[src/rtl/exp_pkg.sv]
package exp_pkg;
  typedef enum logic [1:0] {
    SEL_FINE   = 2'd0,
    SEL_COARSE = 2'd1,
    SEL_GAIN   = 2'd2,
    SEL_DIV    = 2'd3
  } par_sel_e;

  localparam int unsigned NUM_PAR = 4;
endpackage

[src/rtl/exp_clip.sv]
module exp_clip import exp_pkg::*; #(
  parameter int unsigned PW       = 10,
  parameter int unsigned FINE_MIN = 11
) (
  input  par_sel_e        sel_i,
  input  logic [PW-1:0]   data_i,
  input  logic [PW-1:0]   frame_len_i,
  input  logic [PW-1:0]   line_len_i,
  output logic [PW-1:0]   val_o
);
  localparam logic [PW-1:0] FMIN = PW'(FINE_MIN);
  localparam logic [PW-1:0] TWO  = PW'(2);

  logic [PW-1:0] coarse_hi, coarse_v, fine_cap, fine_v;

  always_comb begin
    coarse_hi = (frame_len_i >= TWO) ? frame_len_i - TWO : '0;
    coarse_v  = (data_i > coarse_hi) ? coarse_hi : data_i;
    fine_cap  = (data_i > line_len_i) ? line_len_i : data_i;
    fine_v    = (fine_cap < FMIN) ? FMIN : fine_cap;
  end

  always_comb begin
    unique case (sel_i)
      SEL_FINE:   val_o = fine_v;
      SEL_COARSE: val_o = coarse_v;
      default:    val_o = data_i;
    endcase
  end
endmodule

[src/rtl/exp_slot.sv]
module exp_slot #(
  parameter int unsigned   W       = 10,
  parameter logic [W-1:0]  RST_VAL = '0,
  parameter bit            LAG     = 1'b0
) (
  input  logic          clk_i,
  input  logic          rst_ni,
  input  logic          wr_i,
  input  logic [W-1:0]  data_i,
  input  logic          xfer_i,
  output logic [W-1:0]  shadow_o,
  output logic [W-1:0]  active_o,
  output logic          pending_o
);
  logic [W-1:0] shadow_q, active_q;
  logic         pend_q;

  always_ff @(posedge clk_i or negedge rst_ni) begin
    if (!rst_ni)   shadow_q <= RST_VAL;
    else if (wr_i) shadow_q <= data_i;
  end

  // write wins over a same-cycle transfer: new value stays pending
  always_ff @(posedge clk_i or negedge rst_ni) begin
    if (!rst_ni)     pend_q <= 1'b0;
    else if (wr_i)   pend_q <= 1'b1;
    else if (xfer_i) pend_q <= 1'b0;
  end

  assign shadow_o = shadow_q;
  assign active_o = active_q;

  generate
    if (LAG) begin : g_lag
      logic [W-1:0] stage_q;
      logic         stage_v_q;

      always_ff @(posedge clk_i or negedge rst_ni) begin
        if (!rst_ni) begin
          active_q  <= RST_VAL;
          stage_q   <= RST_VAL;
          stage_v_q <= 1'b0;
        end else if (xfer_i) begin
          if (stage_v_q) active_q <= stage_q;
          if (pend_q)    stage_q  <= shadow_q;
          stage_v_q <= pend_q;
        end
      end

      assign pending_o = pend_q | stage_v_q;


      lag_hold_chk: assert property (@(posedge clk_i) disable iff (!rst_ni)
        xfer_i && pend_q |=> pending_o);

      lag_drain_chk: assert property (@(posedge clk_i) disable iff (!rst_ni)
        xfer_i && !pend_q && !wr_i |=> !pending_o);
    end else begin : g_direct
      always_ff @(posedge clk_i or negedge rst_ni) begin
        if (!rst_ni)               active_q <= RST_VAL;
        else if (xfer_i && pend_q) active_q <= shadow_q;
      end

      assign pending_o = pend_q;


      direct_clear_chk: assert property (@(posedge clk_i) disable iff (!rst_ni)
        xfer_i && !wr_i |=> !pending_o);
    end
  endgenerate


  wr_sets_pend_chk: assert property (@(posedge clk_i) disable iff (!rst_ni)
    wr_i |=> pending_o);

  active_hold_chk: assert property (@(posedge clk_i) disable iff (!rst_ni)
    !xfer_i |=> $stable(active_o));
endmodule

[src/rtl/exp_frame_ctr.sv]
module exp_frame_ctr #(
  parameter int unsigned CW = 8
) (
  input  logic          clk_i,
  input  logic          rst_ni,
  input  logic          frame_i,
  output logic [CW-1:0] cnt_o,
  output logic          odd_o
);
  logic [CW-1:0] cnt_q;
  logic          odd_q;

  always_ff @(posedge clk_i or negedge rst_ni) begin
    if (!rst_ni) begin
      cnt_q <= '0;
      odd_q <= 1'b0;
    end else if (frame_i) begin
      cnt_q <= cnt_q + 1'b1;
      odd_q <= ~odd_q;
    end
  end

  assign cnt_o = cnt_q;
  assign odd_o = odd_q;


  cnt_step_chk: assert property (@(posedge clk_i) disable iff (!rst_ni)
    frame_i |=> cnt_o == CW'($past(cnt_o) + 1'b1));

  odd_flip_chk: assert property (@(posedge clk_i) disable iff (!rst_ni)
    frame_i |=> odd_o != $past(odd_o));

  cnt_hold_chk: assert property (@(posedge clk_i) disable iff (!rst_ni)
    !frame_i |=> $stable(cnt_o) && $stable(odd_o));
endmodule

[src/rtl/exp_retimer.sv]
module exp_retimer import exp_pkg::*; #(
  parameter int unsigned PW         = 10,
  parameter int unsigned GW         = 4,
  parameter int unsigned CW         = 8,
  parameter int unsigned COARSE_RST = 522,
  parameter int unsigned FINE_MIN   = 11
) (
  input  logic          clk_i,
  input  logic          rst_ni,
  input  logic          wr_en_i,
  input  logic [1:0]    wr_sel_i,
  input  logic [PW-1:0] wr_data_i,
  input  logic          page_busy_i,
  input  logic          frame_start_i,
  input  logic [PW-1:0] frame_len_i,
  input  logic [PW-1:0] line_len_i,
  input  logic [1:0]    rd_sel_i,
  output logic [PW-1:0] rd_data_o,
  output logic [PW-1:0] act_fine_o,
  output logic [PW-1:0] act_coarse_o,
  output logic [GW-1:0] act_gain_o,
  output logic [GW-1:0] act_div_o,
  output logic [NUM_PAR-1:0] pending_o,
  output logic [CW-1:0] frame_cnt_o,
  output logic          odd_frame_o
);
  localparam logic [PW-1:0] COARSE_DEF = PW'(COARSE_RST);
  localparam logic [PW-1:0] FMIN       = PW'(FINE_MIN);

  par_sel_e      wsel;
  logic [PW-1:0] clip_val;
  logic [NUM_PAR-1:0] wr_hit;
  logic          xfer;
  logic [PW-1:0] sh_fine, sh_coarse;
  logic [GW-1:0] sh_gain, sh_div;

  assign wsel = par_sel_e'(wr_sel_i);
  assign xfer = frame_start_i & ~page_busy_i;

  always_comb begin
    wr_hit = '0;
    wr_hit[wr_sel_i] = wr_en_i;
  end

  exp_clip #(.PW(PW), .FINE_MIN(FINE_MIN)) u_clip (
    .sel_i       (wsel),
    .data_i      (wr_data_i),
    .frame_len_i (frame_len_i),
    .line_len_i  (line_len_i),
    .val_o       (clip_val)
  );

  exp_slot #(.W(PW), .RST_VAL('0), .LAG(1'b0)) u_fine (
    .clk_i, .rst_ni,
    .wr_i      (wr_hit[SEL_FINE]),
    .data_i    (clip_val),
    .xfer_i    (xfer),
    .shadow_o  (sh_fine),
    .active_o  (act_fine_o),
    .pending_o (pending_o[SEL_FINE])
  );

  exp_slot #(.W(PW), .RST_VAL(COARSE_DEF), .LAG(1'b0)) u_coarse (
    .clk_i, .rst_ni,
    .wr_i      (wr_hit[SEL_COARSE]),
    .data_i    (clip_val),
    .xfer_i    (xfer),
    .shadow_o  (sh_coarse),
    .active_o  (act_coarse_o),
    .pending_o (pending_o[SEL_COARSE])
  );

  // gain lags one transfer so it meets the frame its exposure produced
  exp_slot #(.W(GW), .RST_VAL('0), .LAG(1'b1)) u_gain (
    .clk_i, .rst_ni,
    .wr_i      (wr_hit[SEL_GAIN]),
    .data_i    (clip_val[GW-1:0]),
    .xfer_i    (xfer),
    .shadow_o  (sh_gain),
    .active_o  (act_gain_o),
    .pending_o (pending_o[SEL_GAIN])
  );

  exp_slot #(.W(GW), .RST_VAL('0), .LAG(1'b0)) u_div (
    .clk_i, .rst_ni,
    .wr_i      (wr_hit[SEL_DIV]),
    .data_i    (clip_val[GW-1:0]),
    .xfer_i    (xfer),
    .shadow_o  (sh_div),
    .active_o  (act_div_o),
    .pending_o (pending_o[SEL_DIV])
  );

  exp_frame_ctr #(.CW(CW)) u_ctr (
    .clk_i, .rst_ni,
    .frame_i (frame_start_i),
    .cnt_o   (frame_cnt_o),
    .odd_o   (odd_frame_o)
  );

  always_comb begin
    unique case (par_sel_e'(rd_sel_i))
      SEL_FINE:   rd_data_o = sh_fine;
      SEL_COARSE: rd_data_o = sh_coarse;
      SEL_GAIN:   rd_data_o = {{(PW-GW){1'b0}}, sh_gain};
      default:    rd_data_o = {{(PW-GW){1'b0}}, sh_div};
    endcase
  end


  fine_floor_chk: assert property (@(posedge clk_i) disable iff (!rst_ni)
    wr_en_i && wr_sel_i == SEL_FINE |=> sh_fine >= FMIN);

  coarse_ceil_chk: assert property (@(posedge clk_i) disable iff (!rst_ni)
    wr_en_i && wr_sel_i == SEL_COARSE && frame_len_i >= PW'(2)
    |=> sh_coarse <= $past(frame_len_i) - PW'(2));

  busy_freeze_chk: assert property (@(posedge clk_i) disable iff (!rst_ni)
    frame_start_i && page_busy_i && !wr_en_i |=> $stable(pending_o));
endmodule

[config.mk]
export PLATFORM = sky130hd
export DESIGN_NAME = exp_retimer
export DESIGN_NICKNAME = d
export VERILOG_FILES = /design/src/rtl/exp_pkg.sv /design/src/rtl/exp_clip.sv /design/src/rtl/exp_slot.sv /design/src/rtl/exp_frame_ctr.sv /design/src/rtl/exp_retimer.sv
export SDC_FILE = /design/constraint.sdc
export NUM_CORES = 1
export LEC_CHECK = 0
export BUFFER_PORTS_ARGS = -buffer_cell sky130_fd_sc_hd__buf_2
export CORE_MARGIN = 2
export CORE_UTILIZATION = 36
export DETAILED_ROUTE_END_ITERATION = 16
export GPL_ROUTABILITY_DRIVEN = 0
export MAX_ROUTING_LAYER = met4
export SLEW_MARGIN = 20
export SYNTH_ARGS = -nofsm -noshare
export SYNTH_HDL_FRONTEND = slang
export SYNTH_SLANG_ARGS = --single-unit
export TNS_END_PERCENT = 50
[constraint.sdc]
create_clock -name clk_i -period 2.3 [get_ports clk_i]
set_input_delay 0.46 -clock clk_i [delete_from_list [all_inputs] [get_ports clk_i]]
set_output_delay 0.46 -clock clk_i [all_outputs]
set_load 0.03 [all_outputs]
Word level (Yosys, flattened, before mapping) --
Cells that the tools add are included.
Storage, ports and cells: bits in registers 74, output and inout bits 51
Cells by class: add/sub/neg operators 2, magnitude comparators 6, eq/ne operators 3, mux-type cells 13, bitwise operators 5, reductions and logical operators 12
Operator list (count):
- 10-bit 2-to-1 mux | 4
- 10-bit one-hot mux with 3 select lines | 1
- 10-bit greater-than comparator | 2
- 10-bit one-hot mux with 2 select lines | 1
- 10-bit by 2-bit >= comparator with 1-bit output (second input constant) | 1
- 10-bit by 4-bit < comparator with 1-bit output (second input constant) | 1
- 10-bit by 2-bit subtractor with 10-bit output (second input constant) | 1
- 8-bit by 1-bit adder with 8-bit output (second input constant) | 1
- 2-bit nonzero test | 4
- 1-bit 2-to-1 mux | 6
- 4-bit bitwise AND | 1
- 2-bit by 1-bit == test with 1-bit output (second input constant) | 2
- 1-bit logical AND | 4
- 2-bit logical NOT | 2
- 2-bit AND reduction | 2
- 2-bit by 3-bit < comparator with 1-bit output (second input constant) | 1
- 1-bit demux with 2-bit select | 1
- 2-bit == test (second input constant) | 1
- 2-bit by 1-bit >= comparator with 1-bit output (second input constant) | 1
- 1-bit inverter | 2
- 1-bit bitwise AND | 1
- 1-bit OR | 1

Logic depth before layout (Yosys ltp) --
Gate-level depths: netlist of the first run.
depth after elaboration 6, mapped depth 13, depth with buffers taken out 12

Hierarchy --
A second synthesis of the first run with hierarchy kept.
Unflattened totals: cell total of the unflattened synthesis 372, area, all modules 4341.7 µm²
By module, submodules not included:
- exp_clip | instances 1, cells each 176, area each 1266.2 µm²
- exp_slot at u_coarse | instances 1, cells each 45, area each 789.5 µm²
- exp_slot at u_fine | instances 1, cells each 45, area each 782.0 µm²
- exp_slot at u_gain | instances 1, cells each 33, area each 539.3 µm²
- exp_frame_ctr | instances 1, cells each 29, area each 390.4 µm²
- exp_slot at u_div | instances 1, cells each 20, area each 349.1 µm²
- exp_retimer | instances 1, cells each 24, area each 225.2 µm²

Worst setup path after synthesis of the first run --
OpenSTA, ideal clock, no wires.
path type input-to-reg, start input port frame_len_i[1], end register u_coarse.shadow_q[5], in the netlist u_coarse.shadow_o[5], data arrival time 2560 ps, setup slack -386 ps, stages 11, cell sequence inv_1 > ha_1 > nor3b_1 > xor2_1 > nand2_1 > ha_1 > nand4_1 > o41ai_1 > clkbuf_1 > nor4_1 > a221o_1
Between the ends: cells in the longest elaborated chain, start to end 5, elaborated cells on any way between the ends 6
RTL lines:
- start: declaration | RTL line exp_retimer.sv:15 | input logic [PW-1:0] frame_len_i,
- 10-bit by 2-bit subtractor with 10-bit output or 10-bit by 2-bit >= comparator with 1-bit output (tied branches) | RTL line exp_clip.sv:17 | coarse_hi = (frame_len_i >= TWO) ? frame_len_i - TWO : '0;
- 10-bit 2-to-1 mux * | RTL line exp_clip.sv:17
- 10-bit greater-than comparator | RTL line exp_clip.sv:18 | coarse_v = (data_i > coarse_hi) ? coarse_hi : data_i;
- 10-bit 2-to-1 mux * | RTL line exp_clip.sv:18
- 10-bit one-hot mux with 2 select lines * | RTL line exp_clip.sv:24 | unique case (sel_i)
- end signal: assignment | RTL line exp_slot.sv:20 | else if (wr_i) shadow_q <= data_i;
- end: declaration | RTL line exp_slot.sv:15 | logic [W-1:0] shadow_q, active_q;
Every way passes the cells marked *; elsewhere a longest branch is shown, timed or not. A chain may end at the register's enable or synchronous reset.

Worst setup path after layout of the first run --
start input port frame_len_i[2], end register u_coarse.shadow_q[0], in the netlist u_coarse.shadow_o[0]
The elaborated chain is that of the path after synthesis.

==> results of run 1 <==
[worst max path at each step]
stage | from | end | slack [ps] | depth (start not counted)
CTS | frame_len_i[2] | u_coarse.shadow_o[0] | -140 | 10
global route | frame_len_i[2] | u_coarse.shadow_o[9] | -280 | 15
global placement | frame_len_i[2] | u_coarse.shadow_o[1] | -750 | 12
detailed placement | frame_len_i[2] | u_coarse.shadow_o[2] | -820 | 12
finish | frame_len_i[2] | u_coarse.shadow_o[0] | -210 | 10
floorplan | frame_len_i[2] | u_coarse.shadow_o[8] | -200 | 13
[through the flow]
step	cells	total power, mW	worst slack, ps
5_1_grt	663	5.392	-276.3
3_3_place_gp	639	3.984	-746.5
4_1_cts	659	5.104	-139.6
6_report	663	5.092	-208.6
3_5_place_dp	639	4.036	-822.6
2_1_floorplan	385	3.325	-203.8
[sequential cells by signal, summed over array words and instances (netlist names), 4 cells and up]
name                  cells
u_fine.active_o          10
u_gain.shadow_o           4
u_ctr.cnt_o               8
u_coarse.shadow_o        10
u_fine.shadow_o          10
u_div.shadow_o            4
u_gain.active_o           4
u_gain.g_lag.stage_q      4
u_div.active_o            4
u_coarse.active_o        10
[worst max-delay path: cells and delay by family]
kind	cells	cell delay, ps
fa+ha+maj	1	320
simple gates	3	780
mux	1	290
compound gates	4	770
buf+inv	1	110
[repair_timing]
item,4_1_cts,5_1_grt
gates cloned,1,0
endpoints found under the setup margin,10,10
pin swaps,8,9
setup buffers,3,4
gates resized for setup,18,15
[power groups by stage]
stage	sequential, mW	clock [mW]	combinational [mW]
3_3_place_gp	2.07	0	1.92
2_1_floorplan	2.56	0	0.765
6_report	2.06	1.03	2.01
5_1_grt	2.11	1.11	2.17
3_5_place_dp	2.09	0	1.95
4_1_cts	2.06	1.05	1.99
[cells by family (layout without fill, tap and decap cells)]
family	Yosys count	after routing	synth area share
simple gates	125	125	0.1527
compound gates	75	76	0.1267
flops	74	74	0.4603
mux	45	45	0.1341
buf+inv	34	171	0.03625
fa+ha+maj	22	22	0.06815
xor+xnor	10	10	0.02168
[area by class of cell]
cell class / instances / area (um2)
Inverter: 19 / 96.34
Multi-Input combinational cell: 278 / 2215
Clock buffer: 12 / 155.1
Fill cell: 1009 / 5480
Sequential cell: 74 / 1859
Clock inverter: 4 / 50.05
Timing Repair Buffer: 136 / 857.1
Tap cell: 140 / 175.2
[Yosys cell counts, types with 2 or more instances]
cell type / instances
or4_1: 5
mux4_2: 4
and2_1: 2
clkbuf_1: 7
xor2_1: 5
o2111a_1: 2
mux2i_1: 8
a211oi_1: 4
o21ai_0: 18
inv_1: 19
buf_2: 3
nand2b_1: 2
nor2_1: 26
a211o_1: 2
xnor2_1: 5
o211ai_1: 7
o221ai_1: 2
nand3_1: 7
nor3b_1: 2
nor4_1: 5
nor2b_1: 3
nand2_1: 49
dfrtp_1: 68
ha_1: 22
mux2_2: 33
a31oi_1: 8
dfstp_2: 6
a21oi_1: 14
a311oi_1: 5
o2111ai_1: 2
nor3_1: 4
buf_4: 4
nand3b_1: 2
a221o_1: 4
nor3_2: 3
nand4_1: 7
[layer usage]
metal	GRT usage	wire length (um)	part of all wire	up-vias
li1	-	-	-	1690
met1	0.2849	5458	0.48	1684
met2	0.3037	5021	0.44	128
met3	0.03142	757	0.067	9
met4	0.05877	127	0.011	0
met5	-	0	0	-
==> flow_metrics.tcl, run 1 <==
set metrics [dict create \
    cts_buffers 9 \
    clock.fmax_ghz 0.3986 \
    maxSlewViolCount 0 \
    cts_tree "done" \
    yosys_register_bits 74 \
    viasPerCell 5.296 \
    final_core_util 0.4967 \
    intPower_mw 3.064 \
    power_density_nw_per_um2 941.5 \
    ys_seq_area_frac 0.4603 \
    synth_top_area_frac 0.4213 \
    drtIter0Drc 232 \
    startpoint_type "input port" \
    hold_viol 0 \
    synth_area_leaders "dfrtp_1 42%, mux2_2 9.2%, ha_1 6.8%" \
    root_buffer "clkbuf_8" \
    async_flop_share 1.000 \
    final_layout_size_suffix_gt1_frac 0.4321 \
    grt_antenna_before_repair 0 \
    finalSetupViolations 10 \
    rsz0062_at_grt "yes" \
    combinationalPowerShare 0.394 \
    final_cell_mix "85 x buf_2, 68 x dfrtp_1, 45 x nand2_1, 45 x buf_4, 33 x mux2_2" \
    vias 3511 \
    yosysTopAreaCell "dfrtp_1" \
    num_antenna_cells 0 \
    synth_fp_nets 446 \
    area_growth_pct 33.89 \
    synth.avg_cell_area_um2 10.49 \
    stdcell_area_um2 5408 \
    ant_nets 0 \
    avgRoutedWirePerCell_um 17.14 \
    fin_crit_ps 2509 \
    cap_violations 0 \
    clk_latency_ps 340 \
    synthCells 385 \
    cp.required_ps 2530 \
    p_leak_nw 2.564 \
    synth_flop_cell "dfrtp_1" \
    slew_headroom 0.6561 \
    fin_crit_sh 1.091 \
    yosysUniqueCellTypes 52 \
    track_usage 0.2029 \
    outcome "finished, violations left" \
    final_common_cell "buf_2" \
    violations "negative setup slack" \
    cts_max_level 3 \
    clock_sink_count 74 \
    drcViolationCount 0 \
    r2r_slack_ps 1050 \
    syn_area_um2 4039 \
    seq_power_share 0.404 \
    worst_pin_slew_ps 515.9 \
    max_stage_delay_ps 410 \
    critPathKind "input port to flip-flop" \
    start_util 0.3709 \
    r2r_cells 2 \
    dp.final_hpwl_um 8784 \
    grt_pass1_wl_um 17850 \
    drt_first_pass_iters 4 \
    r2r_end "u_coarse.active_o[0]" \
    swShare 0.3983 \
    grt-ovfl-total 0 \
    worstHoldPathType "input port to async pin" \
    endpoint_kind "flip-flop" \
    grt_max_degree 38 \
    power_frac_clock 0.202 \
    fp.dieW_um 109.9 \
    fin_skew_ps 7.907 \
    fin_tns_setup_ps -1526 \
    worst_setup_hold_path_clk_slew_ps 80 \
    portBuffers 89 \
    hold_ws_ps 80.29 \
    p_sw_mw 2.028 \
    wirelength_um 11360 \
    vdd_drop_max_mv 0.5504 \
    yosysWarningCount 0 \
    place_area_um2 4994 \
    crit_slowest_cell "or3_4" \
    core_um2 10890 \
    r2r_start "u_coarse.pending_o" \
    clk_path_buf_depth 2 \
    rows 38 \
    die_area_um2 12080 \
    io_pins 90 \
    ctsHoldBuffers 0 \
    grt_pass1_vias 3437 \
    synth_edf_count 0 \
    nets 579 \
    path_max_fanout 3 \
    cp.arrival_ps 2730 \
    cp_cell_sequence "buf_12 -> or3_4 -> nor3_4 -> mux2i_2 -> ha_2 -> o211ai_1 -> a21oi_2 -> o41a_1 -> and4_1 -> a221o_1" \
    die_y_um 109.9 \
    timing.final.ws_setup_ps -208.6 \
]
Power figures use the tool's default switching activity.
==> run 2, diff against run 1 <==
==> constraint.sdc (replaced) <==
create_clock -name clk_i -period 2.3 [get_ports clk_i]
set_input_delay 0.46 -clock clk_i [delete_from_list [all_inputs] [get_ports clk_i]]
set_output_delay 0.46 -clock clk_i [all_outputs]
set_load 0.01 [all_outputs]
==> flow_metrics.tcl, run 2 (synthesized netlist as in run 1, its figures left out) <==
set metrics [dict create \
    outcome "finished, violations left" \
    violations "negative setup slack" \
    fin_crit_sh 1.091 \
    grt_antenna_before_repair 0 \
    cp-endpoint "u_coarse.shadow_o[0]" \
    grt-ovfl-total 0 \
    vdd_drop_max_mv 0.4235 \
    p_leak_nw 2.595 \
    fin_crit_ps 2509 \
    fp.dieW_um 109.9 \
    maxSlewViolCount 0 \
    power_density_nw_per_um2 883.0 \
    cts_max_level 3 \
    place_area_um2 4986 \
    cp.required_ps 2540 \
    ant_nets 0 \
    grt_pass1_vias 3374 \
    startpoint "frame_len_i[1]" \
    total_power_mw 4.809 \
    final_cell_mix "86 x buf_2, 68 x dfrtp_1, 47 x nand2_1" \
    cp.arrival_ps 2740 \
    grt_max_degree 38 \
    root_buffer "clkbuf_8" \
    endpoint_kind "flip-flop" \
    place_ws_ps -829.1 \
    path_max_fanout 4 \
    io_pins 90 \
    rows 38 \
    area_growth_pct 34.85 \
    dp.final_hpwl_um 8707 \
    clk_path_buf_depth 2 \
    drt_first_pass_iters 4 \
    start_util 0.3709 \
    wirelength_um 11400 \
    worst_pin_slew_ps 526.4 \
    portBuffers 89 \
    stdcell_area_um2 5446 \
    final_common_cell "buf_2" \
    drcViolationCount 0 \
    grt_pass1_wl_um 17720 \
    cts_tree "done" \
    avgRoutedWirePerCell_um 17.20 \
    track_usage 0.2030 \
    r2r_start "u_fine.pending_o" \
    r2r_cells 2 \
    final_layout_size_suffix_gt1_frac 0.4359 \
    viasPerCell 5.284 \
    finalSetupViolations 10 \
    hold_viol 0 \
    nets 579 \
    fin_skew_ps 7.773 \
    drtIter0Drc 203 \
    clock_sink_count 74 \
    r2r_slack_ps 1020 \
    die_area_um2 12080 \
    critPathKind "input port to flip-flop" \
    die_y_um 109.9 \
    hold_ws_ps 78.64 \
    startpoint_type "input port" \
    r2r_end "u_fine.active_o[7]" \
    worst_setup_hold_path_clk_slew_ps 80 \
    clk_latency_ps 350 \
    core_um2 10890 \
    rsz0062_at_grt "yes" \
    clock.fmax_ghz 0.3986 \
    vias 3503 \
    num_antenna_cells 0 \
    timing.final.ws_setup_ps -209.0 \
    slew_headroom 0.6491 \
    cap_violations 0 \
    worstHoldPathType "input port to async pin" \
    cts_buffers 9 \
]
## run 2: worst min path at each step
stage	start	endpoint	slack, ps	cells past startpoint
finish	rst_ni	u_fine.active_o[0]	80	1
global placement	u_ctr.odd_o	u_ctr.odd_o	450	1
CTS	rst_ni	u_fine.active_o[1]	70	1
global route	rst_ni	u_gain.pend_q	90	1
floorplan	rst_ni	u_coarse.active_o[0]	160	0
detailed placement	rst_ni	u_div.pending_o	460	1
## run 2: critical path: stages
cell and delay [ps]:
buf_8 100, inv_8 30, ha_4 150, and2b_2 210
nand2_2 80, xnor2_2 110, nand2_1 110, ha_4 290
buf_6 90, o211ai_1 100, a21oi_2 250, o41a_1 260
buf_4 140, a21oi_2 60, a221o_1 310
## run 2: final cells by class
| type | instances | area (um2) |
|---|---|---|
| flip-flops and latches | 74 | 1859 |
| inverters | 19 | 91.34 |
| well taps | 140 | 175.2 |
| clock buffers | 11 | 151.4 |
| multi-input cells | 278 | 2223 |
| repair buffers | 136 | 845.8 |
| clock inverters | 5 | 100.1 |
| fillers | 992 | 5441 |
## run 2: power by group
group,switching (mW),internal [mW]
clock,0.475,0.776
combinational,0.743,0.754
sequential,0.317,1.74
total,1.54,3.27
## run 2: stage by stage
stage	instances	setup TNS, ps	utilization
3_5_place_dp	638	-7054	0.4579
2_1_floorplan	385	-1230	-
4_1_cts	661	-1007	0.4921
6_report	663	-1735	0.5002
5_1_grt	663	-3012	0.5002
3_3_place_gp	638	-6731	0.4579
## run 2: metal layers
| metal | up-vias | global-route usage | part of all wire |
|---|---|---|---|
| li1 | 1683 | - | - |
| met1 | 1697 | 0.2850 | 0.48 |
| met2 | 112 | 0.2962 | 0.45 |
| met3 | 11 | 0.03320 | 0.057 |
| met4 | 0 | 0.07143 | 0.014 |
| met5 | - | - | 0 |
## run 2: timing repair
action | 4_1_cts | 5_1_grt
pin swaps | 2 | 11
resized for setup | 13 | 16
buffers inserted | 6 | 2
hold endpoints to repair | 0 | 0
hold buffers | 0 | 0
endpoints found under the setup margin | 10 | 10
cloned | 1 | 0
==> run 3, diff against run 2 <==
--- a/config.mk
+++ b/config.mk
@@ -14,5 +14,6 @@
 export SLEW_MARGIN = 20
 export SYNTH_ARGS = -nofsm -noshare
 export SYNTH_HDL_FRONTEND = slang
+export SYNTH_HIERARCHICAL = 1
 export SYNTH_SLANG_ARGS = --single-unit
 export TNS_END_PERCENT = 50
==> flow_metrics.tcl, run 3 <==
set metrics [dict create \
    outcome "finished, violations left" \
    violations "negative setup slack" \
    startpoint "frame_len_i[1]" \
    avgRoutedWirePerCell_um 16.55 \
    cap_violations 0 \
    endpoint_kind "flip-flop" \
    worst_setup_hold_path_clk_slew_ps 60 \
    slew_headroom 0.6517 \
    synth_top_area_frac 0.3919 \
    dp.cells 674 \
    cp.required_ps 2510 \
    path_max_fanout 7 \
    drt_first_pass_iters 4 \
    worstHoldPathType "input port to async pin" \
    r2r_start "u_ctr/cnt_o[0]" \
    cts_buffers 9 \
    cts_max_level 3 \
    grt_pass1_wl_um 18720 \
    maxSlewViolCount 0 \
    vias 3627 \
    synth_edf_count 0 \
    core_um2 11910 \
    die_area_um2 12960 \
    cp-endpoint "u_fine/shadow_o[8]" \
    start_util 0.3645 \
    clock_sink_count 74 \
    startpoint_type "input port" \
    final_cell_mix "85 x buf_2, 85 x buf_4, 68 x dfrtp_1" \
    fin_crit_ps 3130 \
    rows 40 \
    nets 616 \
    cts_tree "done" \
    num_antenna_cells 0 \
    drtIter0Drc 230 \
    die_y_um 113.8 \
    clock.fmax_ghz 0.3195 \
    hold_ws_ps 154.4 \
    fp.dieW_um 113.8 \
    dp.final_hpwl_um 8681 \
    r2r_slack_ps 1140 \
    clk_path_buf_depth 2 \
    fill_cells 1057 \
    grt_antenna_before_repair 0 \
    final_core_util 0.5245 \
    track_usage 0.1893 \
    syn_area_um2 4342 \
    grt_pass1_vias 3694 \
    grt_max_degree 75 \
    yosysUniqueCellTypes 67 \
    timing.final.ws_setup_ps -830.1 \
    area_growth_pct 43.89 \
    clk_latency_ps 330 \
    yosysTopAreaCell "dfrtp_1" \
    portBuffers 89 \
    place_ws_ps -1247 \
    viasPerCell 5.130 \
    synth_area_leaders "dfrtp_1 39%, mux2_2 14%, ha_1 6.3%" \
    final_layout_size_suffix_gt1_frac 0.5696 \
    wirelength_um 11700 \
    vdd_drop_max_mv 0.3588 \
    rsz0062_at_grt "yes" \
    synth_fp_nets 433 \
    async_flop_share 1.000 \
    p_leak_nw 3.072 \
    r2r_cells 4 \
    yosys_register_bits 74 \
    synth_common_cells "68 x dfrtp_1, 53 x mux2_2, 29 x inv_1" \
    drcViolationCount 0 \
    stdcell_area_um2 6247 \
    fin_skew_ps 7.311 \
    synth_most_common_cell "dfrtp_1" \
    power_density_nw_per_um2 882.3 \
    finalSetupViolations 28 \
    r2r_end "u_ctr/cnt_o[6]" \
    io_pins 90 \
    synthCells 372 \
    critPathKind "input port to flip-flop" \
    total_power_mw 5.512 \
    hold_viol 0 \
    synth_flop_cell "dfrtp_1" \
    grt-ovfl-total 0 \
    yosysWarningCount 6 \
    layout.cells.non_filler 707 \
    ctsHoldBuffers 0 \
    worst_pin_slew_ps 515.9 \
    ys_seq_area_frac 0.4282 \
    ant_nets 0 \
    synth.avg_cell_area_um2 11.67 \
    fin_crit_sh 1.361 \
    cp.arrival_ps 3340 \
    place_area_um2 5504 \
    fin_tns_setup_ps -20950 \
    root_buffer "clkbuf_16" \
]
run 3: cell types whose count changed after synthesis, sizes merged, moves of 4 or more:
cell	before	now
o211ai	7	0
clkbuf	7	2
a21o	0	4
nand2	49	26
a311oi	5	1
nor4	5	1
nor2	26	19
a31oi	8	1
mux2	33	62
a221o	4	0
o21ai	18	11
inv	19	29
run 3: per-layer routing:
metal | wire length, um | GRT usage
met4 | 161 | 0.05854
met3 | 457 | 0.03666
met1 | 5177 | 0.2368
met2 | 5904 | 0.3122
met5 | 0 | -
run 3: critical path, stage by stage:
cell       delay, ps
buf_8            100
nor3_4           220
buf_4            140
buf_4            100
nand3b_1          80
a2bb2oi_1        310
ha_1             310
o21ai_0          150
nor2_1            80
or3_4            360
o21ai_4          300
buf_6            150
mux2i_2          220
a21oi_2           90
mux2_2           270
run 3: how the worst min path moves through the flow:
stage / end / depth (start not counted) / slack (ps) / from
floorplan: u_coarse/active_o[0] / 0 / 160 / rst_ni
global placement: u_ctr/odd_o / 1 / 450 / u_ctr/odd_o
detailed placement: u_ctr/odd_o / 1 / 450 / u_ctr/odd_o
CTS: u_gain/active_o[0] / 2 / 170 / rst_ni
global route: u_gain/active_o[3] / 2 / 180 / rst_ni
finish: u_gain/active_o[0] / 2 / 150 / rst_ni
run 3: final cells by class:
type	instances	area, um2	share of cell area
sequential	74	1859	0.2976
clock buffer	12	256.5	0.04106
tap	147	183.9	0.02944
timing repair buffer	180	1189	0.1903
inverter	29	108.9	0.01742
clock inverter	4	73.82	0.01182
multi-input combinational	261	2576	0.4124
run 3: cells by family after synthesis:
group           count (synthesis)  share of synthesized area
flops                          74                     0.4282
buf+inv                        37                    0.03804
xor+xnor                       11                    0.02219
simple gates                   93                     0.1308
mux                            77                     0.2147
fa+ha+maj                      22                    0.06340
compound gates                 58                     0.1026
run 3: timing repair:
| action | CTS | global route |
|---|---|---|
| pin swaps | 23 | 16 |
| endpoints found under the setup margin | 28 | 28 |
| setup buffers | 17 | 1 |
| resized for setup | 46 | 13 |
run 3: power breakdown:
part	leakage (nW)	switching [mW]	internal (mW)	total (mW)
logic	2.02	0.807	1.02	1.83
registers	0.893	0.350	1.81	2.16
clock network	0.163	0.513	1.01	1.52
total	3.07	1.67	3.84	5.51
